[src/rtl/mbox_pkg.sv]
package mbox_pkg;
  typedef struct packed {
    logic push;
    logic clear;
  } mboxStrobes_t;
endpackage

[src/rtl/mbox_ctrl.sv]
module mbox_ctrl
  import mbox_pkg::*;
#(
  parameter int DEPTH = 16,
  parameter int ADDR_W = 8,
  parameter logic [ADDR_W-1:0] DATA_OFF = 'h80,
  parameter logic [ADDR_W-1:0] STAT_OFF = 'h85,
  localparam int CNT_W = $clog2(DEPTH + 1)
) (
  input  logic              clk,
  input  logic              rstN,
  input  logic [ADDR_W-1:0] busAddr,
  input  logic              busWr,
  input  logic              busRd,
  input  logic              commitBit,
  input  logic [CNT_W-1:0]  stagedCount,
  input  logic              msgAck,
  output mboxStrobes_t      strobes,
  output logic              busy,
  output logic [7:0]        busRdata
);
  logic overflow;
  logic dataWr, statWr, full, commitOk, ackFire;

  assign dataWr   = busWr && (busAddr == DATA_OFF);
  assign statWr   = busWr && (busAddr == STAT_OFF);
  assign full     = (stagedCount == CNT_W'(DEPTH));
  assign commitOk = statWr && commitBit && !busy && (stagedCount != '0);
  assign ackFire  = busy && msgAck;

  always_comb begin
    strobes.push  = dataWr && !busy && !full;
    strobes.clear = ackFire;
  end

  always_ff @(posedge clk) begin
    if (!rstN) begin
      busy     <= 1'b0;
      overflow <= 1'b0;
    end else begin
      if (commitOk)     busy <= 1'b1;
      else if (ackFire) busy <= 1'b0;
      if (commitOk)                     overflow <= 1'b0;
      else if (dataWr && !busy && full) overflow <= 1'b1;
    end
  end

  always_comb begin
    busRdata = 8'h00;
    if (busRd && busAddr == STAT_OFF) busRdata = {6'b0, overflow, busy};
  end
endmodule

[src/rtl/mbox_datapath.sv]
module mbox_datapath
  import mbox_pkg::*;
#(
  parameter int DEPTH = 16,
  localparam int IDX_W = $clog2(DEPTH),
  localparam int CNT_W = $clog2(DEPTH + 1)
) (
  input  logic             clk,
  input  logic             rstN,
  input  mboxStrobes_t     strobes,
  input  logic [7:0]       wrByte,
  input  logic [IDX_W-1:0] rdIdx,
  output logic [CNT_W-1:0] stagedCount,
  output logic [7:0]       rdByte
);
  logic [7:0] stage [DEPTH];

  always_ff @(posedge clk) begin
    if (!rstN) begin
      stagedCount <= '0;
    end else if (strobes.clear) begin
      stagedCount <= '0;
    end else if (strobes.push) begin
      stagedCount <= stagedCount + 1'b1;
    end
  end

  for (genvar g = 0; g < DEPTH; g++) begin : g_slot
    always_ff @(posedge clk) begin
      if (strobes.push && stagedCount[IDX_W-1:0] == IDX_W'(g))
        stage[g] <= wrByte;
    end
  end

  assign rdByte = stage[rdIdx];
endmodule

[src/rtl/out_mailbox.sv]
module out_mailbox
  import mbox_pkg::*;
#(
  parameter int DEPTH = 16,
  parameter int ADDR_W = 8,
  parameter logic [ADDR_W-1:0] DATA_OFF = 'h80,
  parameter logic [ADDR_W-1:0] STAT_OFF = 'h85,
  localparam int IDX_W = $clog2(DEPTH),
  localparam int CNT_W = $clog2(DEPTH + 1)
) (
  input  logic              clk,
  input  logic              rstN,
  input  logic [ADDR_W-1:0] busAddr,
  input  logic              busWr,
  input  logic              busRd,
  input  logic [7:0]        busWdata,
  output logic [7:0]        busRdata,
  output logic              msgValid,
  output logic [CNT_W-1:0]  msgLen,
  input  logic [IDX_W-1:0]  rdIdx,
  output logic [7:0]        rdByte,
  input  logic              msgAck
);
  mboxStrobes_t strobes;
  logic busy;
  logic [CNT_W-1:0] stagedCount;

  mbox_ctrl #(.DEPTH(DEPTH), .ADDR_W(ADDR_W), .DATA_OFF(DATA_OFF), .STAT_OFF(STAT_OFF)) u_ctrl (
    .clk(clk), .rstN(rstN), .busAddr(busAddr), .busWr(busWr), .busRd(busRd),
    .commitBit(busWdata[0]), .stagedCount(stagedCount), .msgAck(msgAck),
    .strobes(strobes), .busy(busy), .busRdata(busRdata)
  );

  mbox_datapath #(.DEPTH(DEPTH)) u_dp (
    .clk(clk), .rstN(rstN), .strobes(strobes), .wrByte(busWdata),
    .rdIdx(rdIdx), .stagedCount(stagedCount), .rdByte(rdByte)
  );

  assign msgValid = busy;
  assign msgLen   = busy ? stagedCount : '0;
endmodule

[config.mk]
export PLATFORM = sky130hd
export DESIGN_NAME = out_mailbox
export DESIGN_NICKNAME = d
export VERILOG_FILES = /design/src/rtl/mbox_pkg.sv /design/src/rtl/mbox_ctrl.sv /design/src/rtl/mbox_datapath.sv /design/src/rtl/out_mailbox.sv
export SDC_FILE = /design/constraint.sdc
export NUM_CORES = 1
export LEC_CHECK = 0
export BUFFER_PORTS_ARGS = -buffer_cell sky130_fd_sc_hd__buf_2
export CAP_MARGIN = 20
export CORE_ASPECT_RATIO = 0.75
export CORE_UTILIZATION = 35
export DETAILED_ROUTE_END_ITERATION = 16
export HOLD_SLACK_MARGIN = 0.02
export PLACE_DENSITY = 0.49
export SYNTH_ARGS = -nofsm -noshare
export SYNTH_HDL_FRONTEND = slang
export SYNTH_SLANG_ARGS = --single-unit
[constraint.sdc]
create_clock -name clk -period 6.1 [get_ports clk]
set_clock_uncertainty 0.2 [all_clocks]
set_input_delay 1.22 -clock clk [delete_from_list [all_inputs] [get_ports clk]]
set_output_delay 1.22 -clock clk [all_outputs]
set_load 0.01 [all_outputs]
* Word level (Yosys, flattened, before mapping)
Memories as Yosys holds them, arrays and structs flattened.
Index checks and enable logic that the tools add are counted.
** Cells by class
- $add $sub $neg :: 1
- Eq/ne operators :: 18
- Multiplexer cells :: 81
- Bitwise gates (word level) :: 1
- Reduce and logical (&&, ||, !) cells :: 48
** Operators with widths (number)
- two-way mux 8 bit :: 15
- OR reduction 8 bit :: 15
- two-way mux 4 bit :: 15
- two-way mux 1 bit :: 49
- == test 4 bit, second input constant :: 8
- logical AND 1 bit :: 26
- == test 4 x 3 -> 1 bit, second input constant :: 4
- == test 8 bit, second input constant :: 2
- == test 4 x 2 -> 1 bit, second input constant :: 2
- adder 5 x 1 -> 5 bit, second input constant :: 1
- == test 5 bit, second input constant :: 1
- two-way mux 5 bit :: 1
- nonzero test 5 bit :: 1
- == test 4 x 1 -> 1 bit, second input constant :: 1
- logical NOT 4 bit :: 1
- OR reduction 2 bit :: 2
- logical NOT 1 bit :: 2
- two-way mux 2 bit :: 1
- nonzero test 2 bit :: 1
- inverter 1 bit :: 1
** Word-level totals
- Bits in registers :: 7
- Bits in writable memories :: 128
- Bits of input ports :: 25
- Word-level logic and storage cells :: 153
- Memories kept :: 1
** Memory list
- u_dp.stage :: words 16, width 8, rd ports 1, clocked after Yosys merged registers in 0, wr ports 1, line mbox_datapath.sv:16 : logic [7:0] stage [DEPTH];

* Depth between registers and ports, before layout
Gate-level depths: netlist (run 1).
- Depth after elaboration :: 23
- Mapped depth :: 5
- Mapped depth without buffers :: 5

* By module
A second synthesis (run 1) with hierarchy kept.
** Second synthesis, totals
- Cells, all modules :: 279
- Area total of the unflattened synthesis :: 5490.3 µm²
** By module, submodules not included
- mbox_datapath :: times used 1, cells each 245, area each 5228.8 µm², seq. area each 3943.8 µm²
- mbox_ctrl :: times used 1, cells each 29, area each 230.2 µm², seq. area each 40.0 µm²
- out_mailbox :: times used 1, cells each 5, area each 31.3 µm², seq. area each 0.0 µm²

* Worst setup path before layout (run 1)
OpenSTA, ideal clock, no wires.
- Path kind :: in2out
- Start point :: input port rdIdx[0]
- End point :: output port rdByte[1]
- Arrival time :: 2.296 ns
- Required time :: 4.680 ns
- Setup slack :: 2.384 ns
- Stages :: 5
- Buffers on the path :: 2
- Cells stage by stage :: buf_6 > buf_6 > mux4_1 > a22oi_1 > nand2_1
** On the way
- Cells in the longest elaborated chain, start to end :: 1
** Ends and longest elaborated chain
- from (decl) :: line out_mailbox.sv:20 : input logic [IDX_W-1:0] rdIdx,
- memory read (16 x 8 bit)
- to (decl) :: line out_mailbox.sv:21 : output logic [7:0] rdByte,
Every way passes these cells.

* Worst setup path in the final report (run 1)
- Start point :: input port rdIdx[1]
- End point :: output port rdByte[7]
The elaborated chain is that of the path after synthesis.

==> insert_results.sql, run 1 <==
INSERT INTO impl_metrics (metric_group, metric, value, unit) VALUES
('logic_synthesis', 'distinct_cell_type_count_of_the_synthesized_netlist', '36', ''),
('finish', 'syn_to_final_growth', '18.17', '%'),
('power', 'max-vdd-ir-drop', '0.2026', 'mV'),
('floorplan', 'floorplan.die_area', '0.01623', 'mm²'),
('finish', 'fraction_of_final_layout_cells_with_drive_strength_greater_than_1', '29.31', '%'),
('finish', 'antennaDiodeCount', '0', ''),
('timing', 'final_worst_hold_slack', '321.5', 'ps'),
('worst_hold_path', 'holdCritPathClass', 'reg2reg', ''),
('floorplan', 'fp.coreArea', '0.01527', 'mm²'),
('grt', 'initial_antenna_violation_count', '0', ''),
('finish', 'postLayoutCellArea', '0.006501', 'mm²'),
('worst_hold_path', 'holdPathEnd', 'u_dp.stagedCount[4]', ''),
('timing', 'worst_slew_margin_rel', '31.43', '%'),
('logic_synthesis', 'post_synth_inst_count', '287', ''),
('detailed_routing', 'remaining_drc_errors', '0', ''),
('logic_synthesis', 'synth.yosys.warnings', '0', ''),
('power', 'sequential_share_of_power', '46.3', '%'),
('clocking', 'cts_max_level', '4', ''),
('logic_synthesis', 'main_synth_ff_type', 'sky130_fd_sc_hd__edfxtp_1', ''),
('timing', 'final-max-slew-violation-count', '0', ''),
('critical_path', 'worstSetupPathType', 'in2out', ''),
('power', 'power_switching_share', '19.35', '%'),
('placement', 'hpwl', '7615', 'µm'),
('critical_path', 'slowest_stage', 'sky130_fd_sc_hd__buf_2', ''),
('timing', 'final.setup.tns', '0', 'ps'),
('clocking', 'clk_transition_reported_paths', '50', 'ps'),
('critical_path', 'cell_by_cell_trace_of_the_critical_path', 'buf_2, mux4_2, a22oi_1, nand2_1, buf_2', ''),
('critical_path', 'worstRegToRegCells', '4', ''),
('worst_hold_path', 'timing.hold.worst.start', 'u_dp.stagedCount[4]', ''),
('grt', 'pin_count_of_the_biggest_net_entering_global_routing', '33', ''),
('detailed_routing', 'vias', '2832', ''),
('detailed_routing', 'drt_first_pass_iters', '4', ''),
('clocking', 'clock_sinks', '135', ''),
('worst_hold_path', 'holdPathStages', '2', ''),
('grt', 'first_global_vias', '2938', ''),
('detailed_routing', 'drt-initial-drc-count', '214', ''),
('logic_synthesis', 'synthArstFlopShare', '0', '%'),
('timing', 'period_minus_slack', '4317', 'ps'),
('clocking', 'insertion_delay_of_the_later_clocked_pin_in_the_worst_skew_pair', '410', 'ps'),
('grt', 'grt_first_pass_wirelength', '18000', 'µm'),
('floorplan', 'die_height', '110.6', 'µm'),
('detailed_routing', 'avgViaCountPerCell', '5.121', ''),
('clocking', 'postCtsSetupRepairBufs', '0', ''),
('timing', 'unrepaired_setup_endpoints_after_global_routing', 'no', ''),
('power', 'power.internal', '1.766', 'mW'),
('critical_path', 'critical_path.startpoint_type', 'primary input', ''),
('finish', 'fill_cells', '1338', ''),
('timing', 'clock.fmax', '0.2317', 'GHz'),
('critical_path', 'family_with_the_most_delay_on_the_worst_path', 'buffers and inverters', ''),
('critical_path', 'worstReg2RegStart', 'u_ctrl.busy', ''),
('power', 'power.share.clock', '49.9', '%'),
('timing', 'timing.final.crit_share', '70.77', '%'),
('clocking', 'numCtsBuffers', '17', ''),
('clocking', 'postCtsHoldBufs', '0', ''),
('floorplan', 'floorplan.die.width', '146.8', 'µm'),
('critical_path', 'data_arrival_critical_path', '2900', 'ps'),
('power', 'net_switching', '0.4239', 'mW'),
('timing', 'max_slew.worst_pin.slew', '1025', 'ps'),
('floorplan', 'rows', '39', ''),
('placement', 'placement_cell_area', '0.005869', 'mm²'),
('critical_path', 'cpMostUsedCell', 'sky130_fd_sc_hd__buf_2', ''),
('placement', 'buffer_ports.inserted', '40', ''),
('placement', 'gp_congestion', '0.7072', ''),
('grt', 'gr-usage-all-layers', '15.58', '%'),
('clocking', 'clock-root-buffer', 'sky130_fd_sc_hd__clkbuf_16', ''),
('power', 'power-per-cell-area', '336.9', 'mW/mm²'),
('critical_path', 'stage_delay_of_the_slowest_cell_on_the_critical_path', '670', 'ps'),
('detailed_routing', 'route.antenna.remaining_nets', '0', ''),
('outcome', 'run_status', 'completed', ''),
('logic_synthesis', 'mappedNetlistArea', '0.005502', 'mm²'),
('logic_synthesis', 'postSynthRegisterBits', '135', '');
[tightest hold or removal path, stage by stage, from the launching register on]
cell and delay [ps]:
sky130_fd_sc_hd__dfxtp_1 350, sky130_fd_sc_hd__nand2_1 70, sky130_fd_sc_hd__mux2i_1 60
[sequential cells by signal, indices dropped and copies added, names as in the netlist]
name / flops
u_dp.stage: 128
u_dp.stagedCount: 5
u_ctrl.busy: 1
u_ctrl.overflow: 1
[power by group through the flow]
stage                     clock network [mW]  logic (mW)  registers [mW]
after global routing                    1.15      0.0914            1.01
after global placement                     0      0.0830            1.03
after detailed placement                   0      0.0847            1.03
after floorplan                            0      0.0510            1.03
after CTS                               1.11      0.0848            1.01
final                                   1.09      0.0831            1.01
[Yosys cell counts (2+ instances only)]
library cell and n:
sky130_fd_sc_hd__clkbuf_1 2, sky130_fd_sc_hd__inv_1 3, sky130_fd_sc_hd__mux4_2 24, sky130_fd_sc_hd__nand2_1 14, sky130_fd_sc_hd__mux2i_1 3, sky130_fd_sc_hd__nand3_1 7
sky130_fd_sc_hd__buf_6 3, sky130_fd_sc_hd__o21ai_0 2, sky130_fd_sc_hd__clkdlybuf4s25_2 3, sky130_fd_sc_hd__dfxtp_1 7, sky130_fd_sc_hd__nor2b_1 3, sky130_fd_sc_hd__nor2_1 14
sky130_fd_sc_hd__and4_1 2, sky130_fd_sc_hd__nand2b_1 5, sky130_fd_sc_hd__buf_4 8, sky130_fd_sc_hd__edfxtp_1 128, sky130_fd_sc_hd__mux4_1 8, sky130_fd_sc_hd__buf_2 2
sky130_fd_sc_hd__and3_1 4, sky130_fd_sc_hd__and2_1 7, sky130_fd_sc_hd__nor3_1 3, sky130_fd_sc_hd__a21oi_1 3, sky130_fd_sc_hd__ha_1 4, sky130_fd_sc_hd__a22oi_1 16
[layer usage]
metal	track usage [%]	vias to the layer above	wire (µm)
met5	0	-	0
met4	6.319	0	149
met3	4.008	13	658
met2	21.64	74	5054
met1	23.10	1483	5734
li1	-	1262	-
[placed cells by master, fill, tap and decap left out, types with 4 or more instances in the layout]
master and n:
sky130_fd_sc_hd__dfxtp_1 7, sky130_fd_sc_hd__and2_1 7, sky130_fd_sc_hd__edfxtp_1 128, sky130_fd_sc_hd__clkbuf_16 17
sky130_fd_sc_hd__nand3_1 7, sky130_fd_sc_hd__conb_1 6, sky130_fd_sc_hd__mux4_2 24, sky130_fd_sc_hd__buf_4 5
sky130_fd_sc_hd__mux4_1 8, sky130_fd_sc_hd__nand2b_1 5, sky130_fd_sc_hd__and3_1 4, sky130_fd_sc_hd__a22oi_1 16
sky130_fd_sc_hd__bufinv_16 5, sky130_fd_sc_hd__nor2_1 14, sky130_fd_sc_hd__nand2_1 14, sky130_fd_sc_hd__ha_1 4
sky130_fd_sc_hd__buf_2 40
[metrics by stage]
| step | std cells | power [mW] | worst slack [ps] |
|---|---|---|---|
| after detailed placement | 523 | 1.117 | 1752 |
| after global placement | 523 | 1.116 | 1792 |
| after global routing | 553 | 2.258 | 1646 |
| after floorplan | 292 | 1.084 | 2384 |
| after CTS | 553 | 2.211 | 1753 |
| final | 553 | 2.190 | 1783 |
[logic make-up after synthesis]
family	after synthesis	share of synthesized area (%)
flops	135	72.41
compound gates	22	2.775
mux	35	14.19
buf+inv	22	2.843
other cells	1	0.06816
simple gates	68	6.800
fa+ha+maj	4	0.9097
[worst max path at each step]
stage	cells past startpoint	start	to	slack (ps)
after floorplan	5	rdIdx[0]	rdByte[1]	2380
after global placement	6	rdIdx[0]	rdByte[4]	1790
after detailed placement	6	rdIdx[0]	rdByte[2]	1750
after CTS	6	rdIdx[0]	rdByte[2]	1750
after global routing	6	rdIdx[0]	rdByte[2]	1650
final	5	rdIdx[1]	rdByte[7]	1780
[area by class of cell]
class | count | area, µm² | share of cell area (%)
Sequential cell | 135 | 3984 | 61.28
Clock buffer | 17 | 425.4 | 6.543
Multi-Input combinational cell | 135 | 1380 | 21.23
Tap cell | 205 | 256.5 | 3.945
Timing Repair Buffer | 45 | 237.7 | 3.657
Clock inverter | 13 | 206.4 | 3.176
Inverter | 3 | 11.26 | 0.1732
Power figures use the tool's default switching activity.
==> run 2: changes to the inputs <==
--- a/config.mk
+++ b/config.mk
@@ -11,7 +11,7 @@
 export CORE_UTILIZATION = 35
 export DETAILED_ROUTE_END_ITERATION = 16
 export HOLD_SLACK_MARGIN = 0.02
-export PLACE_DENSITY = 0.49
+export PLACE_DENSITY = 0.5
 export SYNTH_ARGS = -nofsm -noshare
 export SYNTH_HDL_FRONTEND = slang
 export SYNTH_SLANG_ARGS = --single-unit
==> constraint.sdc (replaced) <==
create_clock -name clk -period 3.5 [get_ports clk]
set_clock_uncertainty 0.2 [all_clocks]
set_input_delay 0.7 -clock clk [delete_from_list [all_inputs] [get_ports clk]]
set_output_delay 0.7 -clock clk [all_outputs]
set_load 0.01 [all_outputs]
==> run 2 against run 1 <==
Compared with the run above:
- flip-flop and latch count stayed put
- critical path type unchanged
- largest cell class unchanged
- die area stayed put
- combinational power is 76% higher
- largest power group unchanged
==> insert_results.sql, run 2 (same netlist as run 1, synthesis figures left out) <==
INSERT INTO impl_metrics (metric_group, metric, value, unit) VALUES
('placement', 'placement_cell_area', '0.006037', 'mm²'),
('timing', 'timing.final.crit_share', '89.43', '%'),
('finish', 'flip_flop_count_of_the_largest_register_all_copies_and_words_added', '128', ''),
('grt', 'initial_antenna_violation_count', '1', ''),
('clocking', 'cts_tree', 'done', ''),
('outcome', 'run_status', 'completed', ''),
('detailed_routing', 'drt-total-wl', '11260', 'µm'),
('critical_path', 'worst-endpoint-required', '2600', 'ps'),
('clocking', 'cts-resized-gates', '0', ''),
('timing', 'final-max-slew-violation-count', '0', ''),
('clocking', 'insertion_delay_of_the_later_clocked_pin_in_the_worst_skew_pair', '410', 'ps'),
('finish', 'postLayoutCellArea', '0.006641', 'mm²'),
('placement', 'buffer_ports.inserted', '40', ''),
('floorplan', 'floorplan.die.width', '146.8', 'µm'),
('floorplan', 'start_util', '36.02', '%'),
('placement', 'post-place-ws', '302.3', 'ps'),
('detailed_routing', 'remaining_drc_errors', '0', ''),
('timing', 'period_minus_slack', '3130', 'ps'),
('critical_path', 'critical_path.startpoint_type', 'primary input', ''),
('critical_path', 'crit_path_end_kind', 'output pin', ''),
('finish', 'post_layout_nonfiller_instances', '575', ''),
('power', 'leakage_power_of_the_design', '2.320', 'nW'),
('timing', 'hold_viol', '0', ''),
('detailed_routing', 'avgViaCountPerCell', '4.979', ''),
('grt', 'pin_count_of_the_biggest_net_entering_global_routing', '22', ''),
('clocking', 'worst_case_clock_buffer_depth', '2', ''),
('grt', 'gr-usage-all-layers', '14.78', '%'),
('grt', 'first_global_vias', '2956', ''),
('timing', 'clock.fmax', '0.3195', 'GHz'),
('timing', 'setup-violations-final', '0', ''),
('floorplan', 'rows', '39', ''),
('detailed_routing', 'route.detailed.wl_per_inst', '19.57', 'µm'),
('worst_hold_path', 'timing.hold.worst.start', 'u_ctrl.overflow', ''),
('critical_path', 'worstReg2RegStart', 'u_ctrl.busy', ''),
('critical_path', 'critical_path_peak_fanout', '21', ''),
('detailed_routing', 'route.antenna.remaining_nets', '0', ''),
('clocking', 'clock-root-buffer', 'sky130_fd_sc_hd__clkbuf_16', ''),
('timing', 'final.setup.tns', '0', 'ps'),
('clocking', 'clk_transition_reported_paths', '60', 'ps'),
('power', 'power-per-cell-area', '560.0', 'mW/mm²'),
('critical_path', 'data_arrival_critical_path', '2230', 'ps'),
('finish', 'fraction_of_final_layout_cells_with_drive_strength_greater_than_1', '33.06', '%'),
('clocking', 'numCtsBuffers', '17', ''),
('run', 'max-cap-violations', '0', ''),
('floorplan', 'io_pins', '47', ''),
('detailed_routing', 'drt_first_pass_iters', '4', ''),
('worst_hold_path', 'holdCritPathClass', 'reg2reg', ''),
('clocking', 'clock_sinks', '135', ''),
('timing', 'setup_slack', '370.0', 'ps'),
('finish', 'layout.cells.most_common_list', 'sky130_fd_sc_hd__edfxtp_1 (128), sky130_fd_sc_hd__buf_2 (40), sky130_fd_sc_hd__mux4_2 (24)', ''),
('clocking', 'postCtsSetupRepairBufs', '0', ''),
('timing', 'worst_slew_margin_rel', '67.10', '%'),
('finish', 'syn_to_final_growth', '20.72', '%'),
('timing', 'max_slew.worst_pin.slew', '489.0', 'ps'),
('floorplan', 'die_height', '110.6', 'µm'),
('clocking', 'cts_max_level', '4', ''),
('grt', 'overall_overflow_remaining_after_global_route', '0', ''),
('finish', 'final_util', '43.48', '%'),
('floorplan', 'fp.coreArea', '0.01527', 'mm²'),
('grt', 'grt_first_pass_wirelength', '17200', 'µm'),
('detailed_routing', 'vias', '2863', ''),
('detailed_routing', 'drt-initial-drc-count', '141', ''),
('critical_path', 'worstSetupPathType', 'in2out', ''),
('timing', 'unrepaired_setup_endpoints_after_global_routing', 'no', ''),
('placement', 'hpwl', '7476', 'µm'),
('finish', 'design.final.nets', '385', ''),
('placement', 'placed_cells', '542', ''),
('power', 'max-vdd-ir-drop', '0.3049', 'mV'),
('clocking', 'postCtsHoldBufs', '0', ''),
('finish', 'regMostFlops', 'u_dp.stage', ''),
('critical_path', 'crit_start', 'rdIdx[0]', ''),
('placement', 'gp_congestion', '0.6918', ''),
('finish', 'reg_top3', 'u_dp.stage (128), u_dp.stagedCount (5)', ''),
('floorplan', 'floorplan.die_area', '0.01623', 'mm²'),
('finish', 'layout_commonest_cell', 'sky130_fd_sc_hd__edfxtp_1', '');
run 2: cell count changes in the layout (fill, tap and decap cells not counted), moves of 2 or more:
cell,delta
sky130_fd_sc_hd__buf_12,+2
sky130_fd_sc_hd__buf_4,+17
sky130_fd_sc_hd__bufinv_16,-2
sky130_fd_sc_hd__clkinv_4,-2
sky130_fd_sc_hd__clkinvlp_4,+3
sky130_fd_sc_hd__inv_6,+3
run 2: metrics by stage:
stage / hold slack (ps) / power, mW
global route: 330.5 / 3.827
finish: 318.3 / 3.719
global placement: 312.8 / 1.947
detailed placement: 311.4 / 1.949
floorplan: 270.4 / 1.889
CTS: 316.3 / 3.758
run 2: report_power, final:
| part | internal (mW) | total, mW | switching (mW) |
|---|---|---|---|
| combinational | 0.0634 | 0.146 | 0.0824 |
| clock | 1.12 | 1.81 | 0.683 |
| sequential | 1.77 | 1.77 | 0.0000799 |
| total | 2.95 | 3.72 | 0.765 |
run 2: path summary, 6_finish.rpt:
| kind | to | slack, ps | cells past startpoint |
|---|---|---|---|
| min | u_ctrl.overflow | 320 | 2 |
| min reg2reg | u_ctrl.overflow | 320 | 2 |
| max | rdByte[2] | 370 | 6 |
| max reg2reg | u_dp.stage[15][6] | 1170 | 4 |
run 2: cell type report:
type                            count  area (µm²)
Fill cell                        1339        8632
Sequential cell                   135        3984
Multi-Input combinational cell    135        1380
Clock buffer                       18       429.2
Timing Repair Buffer               64       405.4
Tap cell                          205       256.5
Clock inverter                     14       172.7
Inverter                            3       11.26
Antenna cell                        1       2.502
run 2: per-layer routing:
| layer | share of wire [%] | up-vias | GRT usage (%) |
|---|---|---|---|
| met5 | 0 | - | 0 |
| met2 | 45 | 65 | 21.90 |
| li1 | - | 1296 | - |
| met1 | 49 | 1493 | 21.16 |
| met3 | 5.3 | 9 | 3.884 |
| met4 | 0.89 | 0 | 4.792 |
run 2: critical path: stages:
cell and delay, ps:
sky130_fd_sc_hd__buf_2 220, sky130_fd_sc_hd__buf_12 240, sky130_fd_sc_hd__mux4_1 580, sky130_fd_sc_hd__a22oi_1 250, sky130_fd_sc_hd__nand2_1 70, sky130_fd_sc_hd__buf_2 140
==> run 3: changes to the inputs <==
--- a/config.mk
+++ b/config.mk
@@ -5,11 +5,13 @@
 export SDC_FILE = /design/constraint.sdc
 export NUM_CORES = 1
 export LEC_CHECK = 0
+export ABC_AREA = 1
 export BUFFER_PORTS_ARGS = -buffer_cell sky130_fd_sc_hd__buf_2
 export CAP_MARGIN = 20
 export CORE_ASPECT_RATIO = 0.75
 export CORE_UTILIZATION = 35
 export DETAILED_ROUTE_END_ITERATION = 16
+export GPL_TIMING_DRIVEN = 0
 export HOLD_SLACK_MARGIN = 0.02
 export PLACE_DENSITY = 0.5
 export SYNTH_ARGS = -nofsm -noshare
==> run 3 against run 2 <==
Compared with the run above:
- the run now ends with design-rule violations left
- routed wire length increased by 36%
- clock-buffer cell count unchanged
- first-iteration DRC count increased to 2.8 times the previous value
- via count increased by 42%
- synthesized cell count increased by 86%
- sequential power about the same
- critical endpoint is now rdByte[3]
==> insert_results.sql, run 3 <==
INSERT INTO impl_metrics (metric_group, metric, value, unit) VALUES
('outcome', 'run_status', 'finished, violations left', ''),
('outcome', 'violations', 'design-rule violations', ''),
('timing', 'worst_slew_margin_rel', '38.94', '%'),
('clocking', 'cts_tree', 'done', ''),
('detailed_routing', 'drt-initial-drc-count', '401', ''),
('finish', 'antennaDiodeCount', '0', ''),
('logic_synthesis', 'mappedNetlistArea', '0.005906', 'mm²'),
('clocking', 'insertion_delay_of_the_later_clocked_pin_in_the_worst_skew_pair', '410', 'ps'),
('finish', 'design.final.nets', '625', ''),
('timing', 'max_slew.worst_pin.slew', '912.5', 'ps'),
('detailed_routing', 'avgViaCountPerCell', '4.952', ''),
('placement', 'gp_congestion', '0.9300', ''),
('clocking', 'clock_sinks', '135', ''),
('floorplan', 'die_height', '114.5', 'µm'),
('floorplan', 'floorplan.die_area', '0.01740', 'mm²'),
('clocking', 'postCtsHoldBufs', '0', ''),
('power', 'power-per-cell-area', '529.1', 'mW/mm²'),
('logic_synthesis', 'main_synth_ff_type', 'sky130_fd_sc_hd__edfxtp_1', ''),
('finish', 'regMostFlops', 'u_dp.stage', ''),
('clocking', 'cts_max_level', '4', ''),
('power', 'power.share.clock', '45.8', '%'),
('grt', 'pin_count_of_the_biggest_net_entering_global_routing', '18', ''),
('logic_synthesis', 'synth.top_cell.area_share', '65.08', '%'),
('timing', 'hold_viol', '0', ''),
('power', 'power_switching_share', '23.35', '%'),
('detailed_routing', 'drt-total-wl', '15320', 'µm'),
('logic_synthesis', 'ys_top_cells_by_count', 'sky130_fd_sc_hd__edfxtp_1 (128), sky130_fd_sc_hd__nor2_1 (105), sky130_fd_sc_hd__nand2_1 (74)', ''),
('logic_synthesis', 'post_synth_inst_count', '534', ''),
('power', 'sequential_share_of_power', '48.1', '%'),
('power', 'power.internal', '2.812', 'mW'),
('logic_synthesis', 'synth_edf_count', '128', ''),
('logic_synthesis', 'yosys.cell_count.top_type', 'sky130_fd_sc_hd__edfxtp_1', ''),
('finish', 'reg_top3', 'u_dp.stage (128), u_dp.stagedCount (5)', ''),
('finish', 'layout.cells.most_common_list', 'sky130_fd_sc_hd__edfxtp_1 (128), sky130_fd_sc_hd__nor2_1 (105), sky130_fd_sc_hd__nand2_1 (74)', ''),
('floorplan', 'floorplan.die.width', '152.0', 'µm'),
('logic_synthesis', 'synth.top_cells.by_area', 'sky130_fd_sc_hd__edfxtp_1 (65%), sky130_fd_sc_hd__nor2_1 (6.7%), sky130_fd_sc_hd__nand3_1 (4.7%)', ''),
('grt', 'global_route.usage.met2', '28.02', '%'),
('worst_hold_path', 'holdCritPathClass', 'reg2reg', ''),
('timing', 'unrepaired_setup_endpoints_after_global_routing', 'no', ''),
('logic_synthesis', 'synth.yosys.warnings', '0', ''),
('critical_path', 'cell_by_cell_trace_of_the_critical_path', 'buf_2, inv_2, clkbuf_1, o211ai_1, nand3_1, nand3_1, nand2_1, buf_2', ''),
('logic_synthesis', 'synthArstFlopShare', '0', '%'),
('detailed_routing', 'vias', '4056', ''),
('critical_path', 'worst-endpoint-required', '2600', 'ps'),
('run', 'max-cap-violations', '0', ''),
('critical_path', 'crit_path_end_kind', 'output pin', ''),
('grt', 'grt.met3_usage', '3.823', '%'),
('logic_synthesis', 'postSynthRegisterBits', '135', ''),
('finish', 'syn_to_final_growth', '17.39', '%'),
('floorplan', 'rows', '40', ''),
('finish', 'fraction_of_final_layout_cells_with_drive_strength_greater_than_1', '18.06', '%'),
('finish', 'final_util', '42.62', '%'),
('placement', 'buffer_ports.inserted', '37', ''),
('placement', 'post-place-ws', '476.3', 'ps'),
('timing', 'setup_slack', '446.1', 'ps'),
('grt', 'gr-usage-all-layers', '18.46', '%'),
('timing', 'period_minus_slack', '3054', 'ps'),
('logic_synthesis', 'postSynthAreaPerCell', '11.06', 'µm²'),
('critical_path', 'worstSetupPathType', 'in2out', ''),
('critical_path', 'stage_delay_of_the_slowest_cell_on_the_critical_path', '410', 'ps'),
('detailed_routing', 'remaining_drc_errors', '8', ''),
('clocking', 'clock-root-buffer', 'sky130_fd_sc_hd__clkbuf_16', ''),
('placement', 'hpwl', '10430', 'µm'),
('power', 'power', '3.668', 'mW'),
('power', 'leakage_power_of_the_design', '2.638', 'nW'),
('finish', 'layout_commonest_cell', 'sky130_fd_sc_hd__edfxtp_1', ''),
('timing', 'setup-violations-final', '0', ''),
('grt', 'groute.layer.met1.usage', '26.65', '%'),
('floorplan', 'fp.coreArea', '0.01627', 'mm²'),
('finish', 'post_layout_nonfiller_instances', '819', ''),
('detailed_routing', 'route.detailed.wl_per_inst', '18.70', 'µm'),
('timing', 'clock.fmax', '0.3275', 'GHz'),
('grt', 'initial_antenna_violation_count', '0', ''),
('critical_path', 'data_arrival_critical_path', '2150', 'ps'),
('logic_synthesis', 'distinct_cell_type_count_of_the_synthesized_netlist', '29', ''),
('grt', 'first_global_vias', '3973', ''),
('logic_synthesis', 'sequential_fraction_of_the_synthesis_area', '67.46', '%'),
('clocking', 'clk_transition_reported_paths', '60', 'ps'),
('power', 'net_switching', '0.8566', 'mW'),
('timing', 'timing.final.crit_share', '87.25', '%'),
('grt', 'grt_first_pass_wirelength', '23290', 'µm'),
('grt', 'overall_overflow_remaining_after_global_route', '0', ''),
('clocking', 'worst_case_clock_buffer_depth', '2', ''),
('clocking', 'numCtsBuffers', '17', ''),
('finish', 'flip_flop_count_of_the_largest_register_all_copies_and_words_added', '128', ''),
('clocking', 'cts-resized-gates', '0', ''),
('timing', 'final.setup.tns', '0', 'ps'),
('detailed_routing', 'route.antenna.remaining_nets', '0', ''),
('timing', 'final-max-slew-violation-count', '0', ''),
('critical_path', 'critical_path_peak_fanout', '10', ''),
('power', 'power.share.combinational', '6.1', '%'),
('critical_path', 'critical_path.startpoint_type', 'primary input', ''),
('placement', 'placed_cells', '787', ''),
('critical_path', 'slowest_stage', 'sky130_fd_sc_hd__clkbuf_1', ''),
('clocking', 'postCtsSetupRepairBufs', '0', ''),
('logic_synthesis', 'yosys.area.top_type', 'sky130_fd_sc_hd__edfxtp_1', ''),
('detailed_routing', 'drt_first_pass_iters', '10', ''),
('grt', 'top_usage_layer', 'met2', ''),
('floorplan', 'io_pins', '47', ''),
('power', 'max-vdd-ir-drop', '0.2532', 'mV'),
('floorplan', 'start_util', '36.31', '%');
run 3: final cells by class:
cell class,count,area [µm²]
Buffer,33,202.7
Fill cell,1548,9333
Tap cell,210,262.8
Inverter,40,157.7
Timing Repair Buffer,38,190.2
Clock inverter,14,126.4
Sequential cell,135,3984
Clock buffer,18,429.2
Multi-Input combinational cell,331,1580
run 3: routing by layer:
layer,share of wire (%),up-vias
met3,5.3,20
met5,0,-
met1,50,1958
li1,-,1947
met4,1.1,0
met2,44,131
run 3: worst max-delay path, delay by kind of cell:
family,cells,cell delay (ps)
buffers and inverters,4,810
AND/OR/NAND/NOR,3,380
AO/OA/AOI/OAI,1,260
run 3: cell families (layout without fill, tap and decap cells):
| group | count (synthesis) | after routing | share of synthesized area, % |
|---|---|---|---|
| AND/OR/NAND/NOR | 256 | 256 | 19.41 |
| flip-flops | 135 | 135 | 67.46 |
| buffers and inverters | 73 | 143 | 6.102 |
| AO/OA/AOI/OAI | 64 | 64 | 5.975 |
| adder cells (fa/ha/maj) | 4 | 4 | 0.8475 |
| other | 1 | 6 | 0.06350 |
| XOR/XNOR | 1 | 1 | 0.1483 |
run 3: power groups by stage:
stage / logic, mW / clock network, mW / registers, mW
final: 0.223 / 1.68 / 1.77
after global routing: 0.241 / 1.77 / 1.76
after CTS: 0.221 / 1.70 / 1.77
after detailed placement: 0.220 / 0 / 1.80
after global placement: 0.217 / 0 / 1.80
after floorplan: 0.119 / 0 / 1.80
run 3: path summary, 6_finish.rpt:
path	from	to	slack (ps)	cells past startpoint
worst max-delay path	rdIdx[1]	rdByte[3]	450	8
worst min-delay path	u_ctrl.overflow	u_ctrl.overflow	320	2
worst max register to register	u_dp.stagedCount[0]	u_dp.stage[1][2]	830	7
worst min register to register	u_ctrl.overflow	u_ctrl.overflow	320	2
run 3: metrics by stage:
step	hold WS (ps)	area, µm²
after floorplan	251.6	5924
after global placement	269.7	6372
after detailed placement	314.0	6377
after CTS	322.5	6933
after global routing	324.5	6933
final	324.7	6933
